==> src/rtl/specdep_pkg.sv <==
package specdep_pkg;
  // distance from head along the ring, 0 = oldest
  function automatic int unsigned ring_pos(int unsigned id, int unsigned head, int unsigned n);
    return (id + n - head) % n;
  endfunction
endpackage

==> src/rtl/specdep_ldset.sv <==
module specdep_ldset #(
  parameter int unsigned ADDR_W = 30,
  parameter int unsigned DEPTH  = 4
) (
  input  logic              clk_i,
  input  logic              rst_ni,
  input  logic              clear_i,
  input  logic              rec_i,
  input  logic [ADDR_W-1:0] ld_addr_i,
  input  logic [ADDR_W-1:0] st_addr_i,
  output logic              st_hit_o,
  output logic              ld_present_o,
  output logic              full_o
);
  logic [DEPTH-1:0]  vld_q;
  logic [ADDR_W-1:0] addr_q [DEPTH];
  logic [DEPTH-1:0]  st_m, ld_m, ins_m;

  always_comb begin
    logic found;
    found = 1'b0;
    ins_m = '0;
    for (int i = 0; i < DEPTH; i++) begin
      st_m[i] = vld_q[i] && (addr_q[i] == st_addr_i);
      ld_m[i] = vld_q[i] && (addr_q[i] == ld_addr_i);
      if (!vld_q[i] && !found) begin
        ins_m[i] = 1'b1;
        found    = 1'b1;
      end
    end
  end

  assign st_hit_o     = |st_m;
  assign ld_present_o = |ld_m;
  assign full_o       = &vld_q;

  always_ff @(posedge clk_i or negedge rst_ni) begin
    if (!rst_ni) begin
      vld_q <= '0;
      for (int i = 0; i < DEPTH; i++) addr_q[i] <= '0;
    end else if (clear_i) begin
      vld_q <= '0;
    end else if (rec_i && !ld_present_o && !full_o) begin
      for (int i = 0; i < DEPTH; i++) begin
        if (ins_m[i]) begin
          vld_q[i]  <= 1'b1;
          addr_q[i] <= ld_addr_i;
        end
      end
    end
  end
endmodule

==> src/rtl/specdep_order.sv <==
module specdep_order #(
  parameter int unsigned N     = 4,
  parameter int unsigned TID_W = 2
) (
  input  logic             clk_i,
  input  logic             rst_ni,
  input  logic             retire_i,
  output logic [TID_W-1:0] head_o,
  output logic [TID_W-1:0] age_o [N]
);
  import specdep_pkg::*;
  logic [TID_W-1:0] head_q;

  always_ff @(posedge clk_i or negedge rst_ni) begin
    if (!rst_ni)       head_q <= '0;
    else if (retire_i) head_q <= (head_q == TID_W'(N-1)) ? '0 : head_q + 1'b1;
  end

  assign head_o = head_q;

  for (genvar t = 0; t < N; t++) begin : g_age
    assign age_o[t] = TID_W'(ring_pos(t, int'(head_q), N));
  end
endmodule

==> src/rtl/specdep_squash_sel.sv <==
module specdep_squash_sel #(
  parameter int unsigned N     = 4,
  parameter int unsigned TID_W = 2
) (
  input  logic [N-1:0]     cand_i,
  input  logic [TID_W-1:0] age_i [N],
  output logic [N-1:0]     mask_o,
  output logic             any_o,
  output logic [TID_W-1:0] tid_o
);
  logic [TID_W-1:0] best;

  always_comb begin
    any_o = 1'b0;
    best  = TID_W'(N-1);
    tid_o = '0;
    for (int t = 0; t < N; t++) begin
      if (cand_i[t] && (!any_o || age_i[t] < best)) begin
        any_o = 1'b1;
        best  = age_i[t];
        tid_o = TID_W'(t);
      end
    end
    for (int t = 0; t < N; t++) mask_o[t] = any_o && (age_i[t] >= best);
  end
endmodule

==> src/rtl/specdep_detector.sv <==
module specdep_detector #(
  parameter int unsigned N_THREADS = 4,
  parameter int unsigned ADDR_W    = 30,
  parameter int unsigned LRS_DEPTH = 4,
  localparam int unsigned TID_W    = $clog2(N_THREADS)
) (
  input  logic                 clk_i,
  input  logic                 rst_ni,
  input  logic                 ld_valid_i,
  input  logic [TID_W-1:0]     ld_tid_i,
  input  logic [ADDR_W-1:0]    ld_addr_i,
  output logic                 ld_stall_o,
  input  logic                 st_valid_i,
  input  logic [TID_W-1:0]     st_tid_i,
  input  logic [ADDR_W-1:0]    st_addr_i,
  input  logic                 retire_i,
  input  logic                 ext_squash_i,
  input  logic [TID_W-1:0]     ext_tid_i,
  output logic [N_THREADS-1:0] squash_o,
  output logic                 restart_o,
  output logic [TID_W-1:0]     restart_tid_o,
  output logic [TID_W-1:0]     head_o
);
  logic [TID_W-1:0]     age [N_THREADS];
  logic [N_THREADS-1:0] st_hit, ld_present, full, rec, clr, cand, sq_mask;
  logic                 sq_any;
  logic [TID_W-1:0]     sq_tid;

  specdep_order #(.N(N_THREADS), .TID_W(TID_W)) u_order (
    .clk_i, .rst_ni, .retire_i, .head_o, .age_o(age)
  );

  for (genvar t = 0; t < N_THREADS; t++) begin : g_ctx
    // store from an older context that hits this context's reads
    assign cand[t] = (st_valid_i && st_hit[t] && (age[t] > age[st_tid_i]))
                   || (ext_squash_i && ext_tid_i == TID_W'(t));
    assign rec[t]  = ld_valid_i && ld_tid_i == TID_W'(t) && age[t] != '0 && !sq_mask[t];
    assign clr[t]  = sq_mask[t] || (retire_i && age[t] == TID_W'(1));

    specdep_ldset #(.ADDR_W(ADDR_W), .DEPTH(LRS_DEPTH)) u_set (
      .clk_i, .rst_ni,
      .clear_i      (clr[t]),
      .rec_i        (rec[t]),
      .ld_addr_i,
      .st_addr_i,
      .st_hit_o     (st_hit[t]),
      .ld_present_o (ld_present[t]),
      .full_o       (full[t])
    );
  end

  specdep_squash_sel #(.N(N_THREADS), .TID_W(TID_W)) u_sel (
    .cand_i(cand), .age_i(age), .mask_o(sq_mask), .any_o(sq_any), .tid_o(sq_tid)
  );

  assign ld_stall_o = ld_valid_i && age[ld_tid_i] != '0
                   && full[ld_tid_i] && !ld_present[ld_tid_i];

  always_ff @(posedge clk_i or negedge rst_ni) begin
    if (!rst_ni) begin
      squash_o      <= '0;
      restart_o     <= 1'b0;
      restart_tid_o <= '0;
    end else begin
      squash_o      <= sq_mask;
      restart_o     <= sq_any;
      restart_tid_o <= sq_tid;
    end
  end
endmodule

==> config.mk <==
export PLATFORM = sky130hd
export DESIGN_NAME = specdep_detector
export DESIGN_NICKNAME = d
export VERILOG_FILES = /design/src/rtl/specdep_pkg.sv /design/src/rtl/specdep_ldset.sv /design/src/rtl/specdep_order.sv /design/src/rtl/specdep_squash_sel.sv /design/src/rtl/specdep_detector.sv
export SDC_FILE = /design/constraint.sdc
export NUM_CORES = 2
export LEC_CHECK = 0
export BUFFER_PORTS_ARGS = -buffer_cell sky130_fd_sc_hd__buf_4
export CAP_MARGIN = 40
export CORE_ASPECT_RATIO = 0.9
export CORE_MARGIN = 2
export CORE_UTILIZATION = 60
export CTS_BUF_LIST = sky130_fd_sc_hd__clkbuf_4
export DETAILED_ROUTE_END_ITERATION = 16
export GPL_ROUTABILITY_DRIVEN = 0
export PLACE_DENSITY = 0.77
export SYNTH_ARGS = -nofsm -noshare
export SYNTH_HDL_FRONTEND = slang
export SYNTH_HIERARCHICAL = 1
export SYNTH_SLANG_ARGS = --single-unit
==> constraint.sdc <==
create_clock -name clk_i -period 6.9 [get_ports clk_i]
set_clock_uncertainty 0.05 [all_clocks]
set_input_delay 0 -clock clk_i [delete_from_list [all_inputs] [get_ports clk_i]]
set_output_delay 0 -clock clk_i [all_outputs]
set_load 0.01 [all_outputs]
**Word-level counts from Yosys, hierarchy flattened**

Index checks and enable logic that the tools add are counted.

- $add $sub $neg: 5
- Order comparisons: 14
- Eq/ne operators: 43
- Mux-type cells: 66
- Bitwise gates (word level): 10
- Reductions and logical operators: 200

Operators with widths:

| cell | number |
|---|---|
| 30-bit equality test | 32 |
| 1-bit logical AND | 90 |
| 3-bit AND reduction | 16 |
| 1-bit two-way mux | 43 |
| 2-bit nonzero test | 21 |
| 1-bit logical NOT | 36 |
| 4-bit two-way mux | 8 |
| 4-bit OR reduction | 8 |
| 2-bit AND reduction | 12 |
| 2-bit two-way mux | 11 |
| 4-bit AND reduction | 4 |
| 2-bit by 1-bit equality test with 1-bit output, second input constant | 6 |
| 1-bit logical OR | 11 |
| 2-bit equality test, second input constant | 5 |
| 2-bit binary-select mux with 2-bit select | 2 |
| 2-bit greater-or-equal comparator | 4 |
| 2-bit > comparator | 4 |
| 1-bit NOT | 8 |
| 3-bit greater-or-equal comparator, second input constant | 2 |
| 2-bit less-than comparator | 3 |
| 2-bit NOT with 3-bit output | 2 |
| 1-bit binary-select mux with 2-bit select | 2 |
| 2-bit logical NOT | 2 |
| 1-bit by 2-bit subtractor with 2-bit output, first input constant | 2 |
| other kinds (3) | 4 |

- Register bits: 505
- Bits of input ports: 72
- Output and inout port bits: 10
- Logic and storage cells: 374

**Logic depth before layout (Yosys ltp)**

- Depth after elaboration: 28
- Mapped depth: 23
- Gate-level depth less buffers: 22

**Hierarchy**

The synthesis kept the hierarchy.

By module, submodules not included:

| module | instances | cells an instance | area an instance (µm²) | seq. area each (µm²) |
|---|---|---|---|---|
| specdep_ldset | 4 | 636 | 8,112.8 | 3,103.0 |
| specdep_detector | 1 | 71 | 614.3 | 175.2 |
| specdep_squash_sel | 1 | 62 | 425.4 | 0.0 |
| specdep_order | 1 | 14 | 126.4 | 50.0 |

**Worst setup path before layout**

Ideal clock, no wire load.

- Path kind: register to register
- From: register u_order.head_q[1] (netlist: u_order/head_o[1])
- To: register g_ctx[2].u_set/addr_q[70] in the netlist's numbering
- Library setup time: 0.125 ns
- Data arrival time: 5.714 ns
- Required time: 6.725 ns
- Setup slack: 1.011 ns
- Cell stages (with the launch flop): 24
- Buffers on the path: 1
- Period minus slack after synthesis: 5.889 ns
- Cells stage by stage: dfrtp_1 > ha_1 > inv_1 > mux4_2 > inv_1 > ha_1 > nand2_1 > nand3_1 > o21ai_0 > nor2b_1 > nor4_1 > o21ai_0 > o21ai_0 > a22o_1 > ha_1 > nand2b_1 > maj3_1 > and2_1 > a31o_2 > nand2b_1 > nor3b_1 > nand4_4 > buf_12 > mux2_4

RTL lines:

| item | line | text |
|---|---|---|
| start: declaration | specdep_order.sv:12 | `logic [TID_W-1:0] head_q;` |
| start signal: assignment | specdep_order.sv:16 | `else if (retire_i) head_q <= (head_q == TID_W'(N-1)) ? '0 : head_q + 1'b1;` |
| end signal: indexed assignment | specdep_ldset.sv:47 | `addr_q[i] <= ld_addr_i;` |
| end: declaration | specdep_ldset.sv:16 | `logic [ADDR_W-1:0] addr_q [DEPTH];` |

**Worst setup path in the final report**

- From: register g_ctx[1].u_set/addr_q[25] in the netlist's numbering
- To: register g_ctx[2].u_set.vld_q[0]

- Word-level cells in the longest chain between the ends: 23
- Elaborated cells between the ends (all ways): 30
- Classes of those cells: order compare: 3; eq/ne: 1; mux: 7; reduce/logical: 19

Ends and longest elaborated chain:

| item | line | text |
|---|---|---|
| start: declaration | specdep_ldset.sv:16 |  |
| start signal: indexed assignment | specdep_ldset.sv:47 |  |
| 30-bit equality test * | specdep_ldset.sv:24 | `st_m[i] = vld_q[i] && (addr_q[i] == st_addr_i);` |
| 1-bit logical AND * | specdep_ldset.sv:24 |  |
| 4-bit OR reduction * | specdep_ldset.sv:33 | `assign st_hit_o = \|st_m;` |
| named net st_hit[1] | specdep_detector.sv:25 | `logic [N_THREADS-1:0] st_hit, ld_present, full, rec, clr, cand, sq_mask;` |
| 1-bit logical AND * (2 in a row) | specdep_detector.sv:35 | `assign cand[t] = (st_valid_i && st_hit[t] && (age[t] > age[st_tid_i]))` |
| 1-bit logical OR * | specdep_detector.sv:36 | `\|\| (ext_squash_i && ext_tid_i == TID_W'(t));` |
| named net cand[1] | specdep_detector.sv:25 |  |
| 1-bit logical AND * | specdep_squash_sel.sv:18 | `if (cand_i[t] && (!any_o \|\| age_i[t] < best)) begin` |
| [... 9 more ...] | - |  |
| 2-bit greater-or-equal comparator | specdep_squash_sel.sv:24 | `for (int t = 0; t < N; t++) mask_o[t] = any_o && (age_i[t] >= best);` |
| 1-bit logical AND * | specdep_squash_sel.sv:24 |  |
| named net sq_mask[2] | specdep_detector.sv:25 |  |
| 1-bit logical NOT * | specdep_detector.sv:37 | `assign rec[t] = ld_valid_i && ld_tid_i == TID_W'(t) && age[t] != '0 && !sq_mask[t];` |
| 1-bit logical AND * | specdep_detector.sv:37 |  |
| named net rec[2] | specdep_detector.sv:25 |  |
| 1-bit logical AND * (2 in a row) | specdep_ldset.sv:43 | `end else if (rec_i && !ld_present_o && !full_o) begin` |
| 2-bit nonzero test (no source line) * | - |  |
| end signal: assignment | specdep_ldset.sv:39 | `vld_q <= '0;` |
| end signal: assignment | specdep_ldset.sv:42 | `vld_q <= '0;` |
| end signal: indexed assignment | specdep_ldset.sv:46 | `vld_q[i] <= 1'b1;` |
| end: declaration | specdep_ldset.sv:15 | `logic [DEPTH-1:0] vld_q;` |

Mark *: on every way through the listed nets, which the timed path passes. The rest lies on a longest branch.
A chain may end at the register's enable or synchronous reset.

==> out/metrics.cfg <==
[status]
status = finished clean

[cells_and_area]
final_cell_mix = xnor2_1, dfrtp_1, mux2_4
drive_gt1_frac = 0.261
area_growth_syn_to_layout_pct = 7.19
fin_nets = 2906
final_cells = 3687
final_common_cell = xnor2_1

[detailed_routing]
routedWlPerCell_um = 28.5
met1_length_mm = 41.9
wl_met2_mm = 44.6
wl_met3_mm = 11.8
dr.pass1.iters = 7
drc_errors = 0
avgViaCountPerCell = 6.28
top_layer_used = met4
drtIter0Drc = 2746
vias = 23200
antenna_left = 0
drt-total-wl_mm = 105

[worst_setup_path]
max_stage_delay_ps = 620
path_buf_inv = 3
cp.required_ps = 7840
critPathMaxFanout = 7
worstSetupEndpointType = register
worst_path_most_repeated_cell = dlygate4sd3_1
r2r_setup_slack_ps = 190
slowest_stage = dlygate4sd3_1
cp.arrival_ps = 7650
critical_path_class = register to register
startpoint_type = register
cp_cell_sequence = xor2_1 -> nor4_1 -> nand4_1 -> nand4_1 -> nand3_1 -> o22ai_2 -> nor2b_2 -> nor4_1 -> o21ai_1 -> o21ai_0 -> a22o_1 -> ha_1 -> nand2b_1 -> maj3_1 -> and2_1 -> nor3_1 -> dlygate4sd3_1 -> a41oi_1 -> dlygate4sd3_1 -> nor2_1 -> dlygate4sd3_1
cpLargestDelayFamily = simple AND/OR/NAND/NOR gates

[cts]
htreeDepth = 4
root_buffer = clkbuf_4
clkTransAtPathRegs_ps = 70
cts_tree = built
clk_latency_ps = 1060
cts_max_path_buffers = 3
cts_setup_buffers = 0
clock-sinks = 505
cts_buffers = 142

[synth]
syn_avg_cell_area_um2 = 12.5
yosysUniqueCellTypes = 58
seq_area_frac_synth = 0.376
synth_ff_type = dfrtp_1
synthCells = 2691
ys_ff_latch = 505
yosys_warnings = 6
synth-edff-count = 0
syn_nets = 2776
synthArstFlopShare = 1.00
synth.cell_area_mm2 = 0.0336

[global_routing]
grt_pass1_vias = 23600
gr-usage-all-layers = 0.366
antenna_found_initial = 2
grt_pass1_wl_mm = 155
grt_overflow = 0
grt_max_degree = 184

[sta]
finalSetupViolations = 0
final.setup.worst_slack_ps = 191
slew_viol_final = 0
min_period_over_period = 0.972
fmax_ghz = 0.149
hold_viol = 0
fin_crit_ps = 6710
tightest_slew_ps = 1140
maxSlewHeadroom = 0.242

[power_and_ir_drop]
leakagePower_uw = 0.0160
switchingPower_uw = 3770
power_frac_comb = 0.322
clkPwrFrac = 0.255
ir_drop_uv = 133
powerDensity_mw_per_mm2 = 298
power_uw = 10800
swShare = 0.350
power_frac_seq = 0.422
internal_power_uw = 6980

[floorplanning]
die_height_um = 229
rows = 82
core_area_mm2 = 0.0555
ios = 82
start_util = 0.606
dieArea_mm2 = 0.0579
die_w_um = 254

[placement]
hpwlAfterDp_mm = 58.6
dp_slack_ps = 427
io_buffers = 81
dpl.cell_count = 3366

[min_path]
min_path_type = input port to register

[job]
drv_cap = 0

[cell families (layout without fill, tap and decap cells)]
logic type               after synthesis  after routing  synth area share
AO/OA/AOI/OAI                         59             59            0.0140
buffers and inverters                236            469            0.0607
flip-flops                           505            505             0.376
AND/OR/NAND/NOR                      433            433            0.0926
other                                  0              7                 0
multiplexers                         482            482             0.201
XOR/XNOR                             960            960             0.250
adder cells (fa/ha/maj)               16             16           0.00573
[path summary, 6_finish.rpt]
kind | from | end | cells after the start
setup / recovery | g_ctx[1].u_set/addr_q[25]$_DFFE_PN0P_ | g_ctx[2].u_set/vld_q[0]$_DFFE_PN0P_ | 21
hold / removal | st_tid_i[0] | restart_tid_o[1]$_DFF_PN0_ | 8
setup reg to reg | g_ctx[1].u_set/addr_q[25]$_DFFE_PN0P_ | g_ctx[2].u_set/vld_q[0]$_DFFE_PN0P_ | 21
hold reg to reg | g_ctx[1].u_set/addr_q[105]$_DFFE_PN0P_ | g_ctx[1].u_set/addr_q[105]$_DFFE_PN0P_ | 1
max in group asynchronous | rst_ni | g_ctx[0].u_set/addr_q[45]$_DFFE_PN0P_ | 5
min in group asynchronous | rst_ni | g_ctx[1].u_set/addr_q[21]$_DFFE_PN0P_ | 4
[synthesized netlist by cell type (2+ instances only)]
library cell	n	area share
nand4_2	4	0.0015
o2111ai_1	2	0.00052
mux2_4	348	0.16
nand3_1	22	0.0033
nor3_1	6	0.00089
nor3b_1	4	0.00089
a21oi_2	4	0.0010
nand2b_1	11	0.0020
a22oi_4	4	0.0025
dfrtp_1	505	0.38
o21bai_1	3	0.00067
nor2b_2	3	0.00078
mux2_2	12	0.0040
o21ai_0	18	0.0027
a31o_2	3	0.00078
nor2b_1	3	0.00056
xnor2_1	740	0.19
o21ai_2	2	0.00052
nor4_2	24	0.0089
buf_6	48	0.016
nor4_4	4	0.0025
o21ai_1	2	0.00030
clkbuf_1	24	0.0027
nand2_1	19	0.0021
nor4_1	79	0.015
ha_1	13	0.0048
a21oi_1	5	0.00074
buf_4	40	0.0089
nand4b_1	2	0.00052
nor2_1	9	0.0010
nand4_4	16	0.010
inv_1	40	0.0045
mux2_1	120	0.040
nand4_1	205	0.038
maj3_1	3	0.00089
and3_1	8	0.0015
a41oi_1	4	0.0010
and2_1	8	0.0015
mux4_2	2	0.0013
o32a_1	2	0.00060
buf_2	48	0.0071
xor2_1	220	0.057
o22ai_1	2	0.00037
buf_12	36	0.021
[power by group through the flow]
stage | sequential, uW | clock [uW] | combinational [uW]
5_1_grt | 4630 | 2960 | 3710
3_5_place_dp | 4560 | 0 | 3320
4_1_cts | 4520 | 2790 | 3400
6_report | 4540 | 2740 | 3470
2_1_floorplan | 4380 | 0 | 2630
3_3_place_gp | 4510 | 0 | 3240
[repair_timing]
action | CTS | global route
endpoints found under the setup margin | 0 | 153
hold buffers | 67 | 0
hold endpoints to repair | 957 | 0
gates resized for setup | 0 | 7
[layer usage]
layer	up-vias	track usage
met5	-	0
met4	0	0.214
met3	408	0.0961
met2	1437	0.528
met1	11700	0.497
li1	9620	-
[metrics by stage]
step | hold WS [ps] | instance area, um^2 | TNS, ps | utilization
2_1_floorplan | -346 | 33600 | 0 | -
3_3_place_gp | 8.95 | 33600 | 0 | 0.605
3_5_place_dp | 16.1 | 33600 | 0 | 0.605
4_1_cts | 22.7 | 36000 | 0 | 0.648
5_1_grt | 61.5 | 36000 | -6.63 | 0.649
6_report | 73.2 | 36000 | 0 | 0.649
[registers in the layout (all words and copies together) (netlist names)]
name / count
g_ctx.u_set/addr_q: 480
g_ctx.u_set/vld_q: 16
squash_o: 4
restart_tid_o: 2
u_order/head_o: 2
restart_o: 1
[worst reg2reg max path: stages (launching register included)]
cell and delay (ps):
dfrtp_1 420, xor2_1 150, nor4_1 500, nand4_1 360
nand4_1 440, nand3_1 160, o22ai_2 270, nor2b_2 320
nor4_1 90, o21ai_1 230, o21ai_0 140, a22o_1 310
ha_1 290, nand2b_1 150, maj3_1 360, and2_1 210
nor3_1 260, dlygate4sd3_1 620, a41oi_1 110, dlygate4sd3_1 600
nor2_1 120, dlygate4sd3_1 560
[area by class of cell]
class / count / area, um^2
multi-input cells: 1950 / 19000
well taps: 756 / 946
clock inverters: 50 / 255
clock buffers: 197 / 1480
repair buffers: 182 / 1580
diodes: 7 / 17.5
inverters: 40 / 150
fillers: 4101 / 19500
flip-flops and latches: 505 / 12600
Power figures use the tool's default switching activity.
